--- src/rtl/bcd_sum_pkg.sv ---
package bcd_sum_pkg;

  // Number of decimal digits needed to hold 9 * n_digits.
  function automatic int sum_digits(input int n_digits);
    int m;
    int d;
    m = 9 * n_digits;
    d = 0;
    while (m > 0) begin
      m = m / 10;
      d = d + 1;
    end
    return d;
  endfunction

  // Binary value of a 12-bit packed BCD number.
  function automatic int bcd3_value(input logic [11:0] v);
    return 100 * int'(v[11:8]) + 10 * int'(v[7:4]) + int'(v[3:0]);
  endfunction

endpackage

--- src/rtl/bcd_lane_add.sv ---
module bcd_lane_add #(
  parameter int DIGITS = 2
) (
  input  logic [4*DIGITS-1:0] a,
  input  logic [4*DIGITS-1:0] b,
  output logic [4*DIGITS-1:0] sum,
  output logic                cout
);

  logic [DIGITS:0] carry;
  assign carry[0] = 1'b0;

  for (genvar g = 0; g < DIGITS; g++) begin : g_nib
    logic [4:0] raw;
    logic [3:0] dig;
    logic       co;
    always_comb begin
      raw = {1'b0, a[4*g +: 4]} + {1'b0, b[4*g +: 4]} + {4'b0, carry[g]};
      if (raw > 5'd9) begin
        dig = 4'(raw + 5'd6);
        co  = 1'b1;
      end else begin
        dig = raw[3:0];
        co  = 1'b0;
      end
      // decimal correction keeps each nibble a legal digit
      if (a[4*g +: 4] <= 4'd9 && b[4*g +: 4] <= 4'd9)
        a_r3_digit_legal: assert (dig <= 4'd9);
    end
    assign sum[4*g +: 4] = dig;
    assign carry[g+1]    = co;
  end

  assign cout = carry[DIGITS];

endmodule

--- src/rtl/bcd_tree_level.sv ---
module bcd_tree_level #(
  parameter int DIGITS  = 8,
  parameter int LANE_IN = 1
) (
  input  logic [4*DIGITS-1:0] d,
  output logic [4*DIGITS-1:0] q
);

  localparam int LANE_OUT = 2 * LANE_IN;
  localparam int N_LANES  = DIGITS / LANE_OUT;
  localparam int W_IN     = 4 * LANE_IN;
  localparam int W_OUT    = 4 * LANE_OUT;

  for (genvar j = 0; j < N_LANES; j++) begin : g_lane
    logic [W_OUT-1:0] keep_lo;
    logic [W_OUT-1:0] keep_hi;
    logic             lane_co;

    // Masked low half, and high half shifted down by one input lane.
    assign keep_lo = {{W_IN{1'b0}}, d[j*W_OUT +: W_IN]};
    assign keep_hi = {{W_IN{1'b0}}, d[j*W_OUT + W_IN +: W_IN]};

    bcd_lane_add #(.DIGITS(LANE_OUT)) u_add (
      .a   (keep_lo),
      .b   (keep_hi),
      .sum (q[j*W_OUT +: W_OUT]),
      .cout(lane_co)
    );

    // a lane's total always fits the lane, so nothing spills over
    always_comb begin
      if (keep_lo <= {W_OUT{1'b1}} && lane_co !== 1'bx)
        a_r4_no_lane_carry: assert (lane_co == 1'b0);
    end
  end

endmodule

--- src/rtl/bcd_digit_sum.sv ---
module bcd_digit_sum
  import bcd_sum_pkg::*;
#(
  parameter int DIGITS  = 8,
  parameter bit OUT_REG = 1'b1,
  parameter int SUM_DIGITS = sum_digits(DIGITS)
) (
  input  logic                    clk,
  input  logic                    rst,
  input  logic                    word_valid,
  input  logic [4*DIGITS-1:0]     word_in,
  output logic                    sum_valid,
  output logic [4*SUM_DIGITS-1:0] sum_out
);

  localparam int LEVELS = $clog2(DIGITS);
  localparam int W      = 4 * DIGITS;
  localparam int SW     = 4 * SUM_DIGITS;

  logic [W-1:0] stage [0:LEVELS];
  assign stage[0] = word_in;

  for (genvar l = 0; l < LEVELS; l++) begin : g_level
    bcd_tree_level #(
      .DIGITS (DIGITS),
      .LANE_IN(1 << l)
    ) u_level (
      .d(stage[l]),
      .q(stage[l+1])
    );
  end

  logic [SW-1:0] total;
  assign total = stage[LEVELS][SW-1:0];

  if (OUT_REG) begin : g_reg
    always_ff @(posedge clk) begin
      if (rst) sum_valid <= 1'b0;
      else     sum_valid <= word_valid;
      sum_out <= total;
    end

    // valid follows one clock later
    a_r6_valid_latency: assert property (@(posedge clk) disable iff (rst)
      word_valid |=> sum_valid);
    a_r6_idle_latency: assert property (@(posedge clk) disable iff (rst)
      !word_valid |=> !sum_valid);
  end else begin : g_comb
    assign sum_valid = word_valid;
    assign sum_out   = total;
  end

  // digits above the output width stay zero at the tree's root
  a_r2_upper_zero: assert property (@(posedge clk) disable iff (rst)
    word_valid |-> stage[LEVELS][W-1:SW] == '0);

  // total never exceeds nine times the digit count
  a_r1_bound: assert property (@(posedge clk) disable iff (rst)
    sum_valid |-> bcd3_value(12'(sum_out)) <= 9 * DIGITS);

endmodule

--- config.mk ---
export PLATFORM = sky130hd
export DESIGN_NAME = bcd_digit_sum
export DESIGN_NICKNAME = d
export VERILOG_FILES = /design/src/rtl/bcd_sum_pkg.sv /design/src/rtl/bcd_lane_add.sv /design/src/rtl/bcd_tree_level.sv /design/src/rtl/bcd_digit_sum.sv
export SDC_FILE = /design/constraint.sdc
export NUM_CORES = 1
export LEC_CHECK = 0
export CORE_AREA = 4 4 54 76
export CTS_CLUSTER_DIAMETER = 100
export DETAILED_ROUTE_END_ITERATION = 10
export DIE_AREA = 0 0 58 80
export PLACE_DENSITY_LB_ADDON = 0.05
export SLEW_MARGIN = 0
export SYNTH_ARGS = -nofsm -noshare
export SYNTH_HDL_FRONTEND = slang
export SYNTH_SLANG_ARGS = --single-unit
--- constraint.sdc ---
create_clock -name clk -period 7.7 [get_ports clk]
set_input_delay 1.54 -clock clk [delete_from_list [all_inputs] [get_ports clk]]
set_output_delay 1.54 -clock clk [all_outputs]
set_load 0.05 [all_outputs]
==> flow_metrics.py <==
metrics = {
    "clock_tree": {
        "h-tree-depth": 1,
        "cts_resized": 0,
        "ctsHoldBuffers": 0,
        "clockRootBuffer": "clkbuf_8",
        "cts_tree": "built",
        "path_clk_slew_ps": 40,
        "cts_buffers": 3,
        "cts_sinks": 8,
        "clk_path_buf_depth": 2,
        "postCtsSetupRepairBufs": 0,
    },
    "sta": {
        "maxSlewHeadroom": 0.665,
        "slew_violations": 0,
        "fmax_mhz": 142,
        "tightest_slew_ps": 502,
        "setup_viol_count_final": 0,
        "rsz0062_at_grt": "false",
        "fin_crit_ps": 7040,
        "period_share": 0.914,
        "hold_violations": 0,
        "tns_ps": 0,
    },
    "floorplanning": {
        "io_pins": 44,
        "start_util": 0.497,
        "num_rows": 25,
        "dieArea_um2": 4640,
        "die_y_um": 80,
        "die_x_um": 58,
        "coreArea_um2": 3380,
    },
    "global_route": {
        "grt_max_degree": 7,
        "grt_overflow": 0,
        "antenna_found_initial": 0,
        "track_usage": 0.149,
        "first_global_vias": 1394,
        "grt_pass1_wl_um": 5530,
    },
    "worst_hold_path": {
        "hold_class": "input pin to flop",
    },
    "flow_run": {
        "cap_viol_max_count": 0,
    },
    "setup_path": {
        "path_class": "input pin to flop",
        "cp.arrival_ps": 7140,
        "cp-end-kind": "flop",
        "path_max_fanout": 6,
        "crit_path_start_kind": "input pin",
        "critPathRequiredTime_ps": 7800,
    },
    "logic_synthesis": {
        "yosysSeqAreaShare": 0.0954,
        "ys_ff_latch": 8,
        "synth_async_sr_flop_share": 0,
        "ys.flop_type": "dfxtp_1",
        "syn_nets": 263,
        "yosysWarnings": 0,
        "syn_area_um2": 1680,
        "ys_types": 27,
        "synth_cells": 181,
        "synth_edf_count": 0,
        "synth_area_per_cell_um2": 9.28,
    },
    "finish": {
        "area_delta_synth_final_pct": 30.0,
        "drive_gt1_frac": 0.0578,
        "final_cell_area_um2": 2180,
        "fin_nets": 309,
        "diodes": 0,
        "layout_common_cells": "42 x clkdlybuf4s50_1, 37 x ha_1, 18 x inv_1",
        "final_common_cell": "clkdlybuf4s50_1",
    },
    "drt": {
        "via_per_inst": 5.08,
        "drt_iter0_markers": 9,
        "drc": 0,
        "detail_route.wl_per_cell_um": 12.0,
        "dr_total_vias": 1347,
        "ant_nets": 0,
        "drt-total-wl_um": 3190,
        "first_pass_iters": 3,
    },
    "placement": {
        "place_area_um2": 2140,
        "dp_hpwl_um": 2930,
        "gp_congestion": 0.818,
        "portBuffers": 42,
    },
    "status": {
        "status": "complete, no violations",
    },
}
[cell families (layout without fill, tap and decap cells)]
group / count (synthesis) / after routing / share of synthesized area
adder cells (fa/ha/maj): 47 / 47 / 0.395
AO/OA/AOI/OAI: 42 / 42 / 0.177
AND/OR/NAND/NOR: 29 / 29 / 0.0894
XOR/XNOR: 28 / 28 / 0.155
buffers and inverters: 19 / 63 / 0.0447
flip-flops: 8 / 8 / 0.0954
multiplexers: 7 / 7 / 0.0417
other: 1 / 1 / 0.00223
[final timing paths]
check | end | slack [ps] | cells past startpoint | start
min | sum_valid$_SDFF_PP0_ | 1840 | 2 | rst
max | sum_out[5]$_DFF_P_ | 660 | 22 | word_in[0]
[state kept, by name, summed over array words and instances, names as in the netlist]
signal	flops
sum_out	7
sum_valid	1
[critical path, cell delays in order]
cell	delay (ps)
clkdlybuf4s50_1	460
ha_1	160
inv_1	50
fa_1	390
xor2_1	180
ha_1	240
a31o_1	220
o21ai_4	230
xor2_1	130
fa_1	430
xor2_1	270
nand2_1	120
a21o_1	250
xor2_1	170
fa_1	430
xor2_1	330
ha_1	250
a21boi_0	210
o31a_2	190
inv_1	60
fa_1	370
fa_1	430
[synth_stat cells (6+ instances only)]
| cell | instances | area (um^2) |
|---|---|---|
| mux2i_1 | 7 | 70.1 |
| nand2_1 | 10 | 37.5 |
| xnor2_1 | 11 | 96.3 |
| o21ai_0 | 9 | 45.0 |
| nor2b_1 | 6 | 37.5 |
| xor2_1 | 15 | 131 |
| fa_1 | 10 | 200 |
| a21o_1 | 15 | 113 |
| ha_1 | 37 | 463 |
| dfxtp_1 | 8 | 160 |
| inv_1 | 18 | 67.6 |
[per-layer routing]
metal | global-route usage | vias up | routed length [um]
met5 | 0 | - | 0
met4 | 0.0603 | 0 | 85
met3 | 0.0113 | 10 | 166
met2 | 0.304 | 38 | 1770
met1 | 0.147 | 600 | 1170
li1 | - | 699 | -
[through the flow]
stage | hold slack, ps | setup WS [ps] | instances | util
finish | 1840 | 663 | 265 | 0.646
global route | 1870 | 317 | 265 | 0.646
CTS | 1840 | 643 | 265 | 0.646
detailed placement | 2080 | 392 | 262 | 0.634
global placement | 2070 | 651 | 262 | 0.634
floorplan | 1610 | 1280 | 181 | -
[layout make-up]
type                    instances  area, um^2
well taps                      40        50.0
repair buffers                 42         420
clock buffers                   3        41.3
inverters                      18        67.6
flip-flops and latches          8         160
multi-input cells             154        1440
fillers                       307        1190
Power is left out: the tool's default activity adds up to more than one toggle a clock period on the data nets, which glitch-free logic cannot reach.
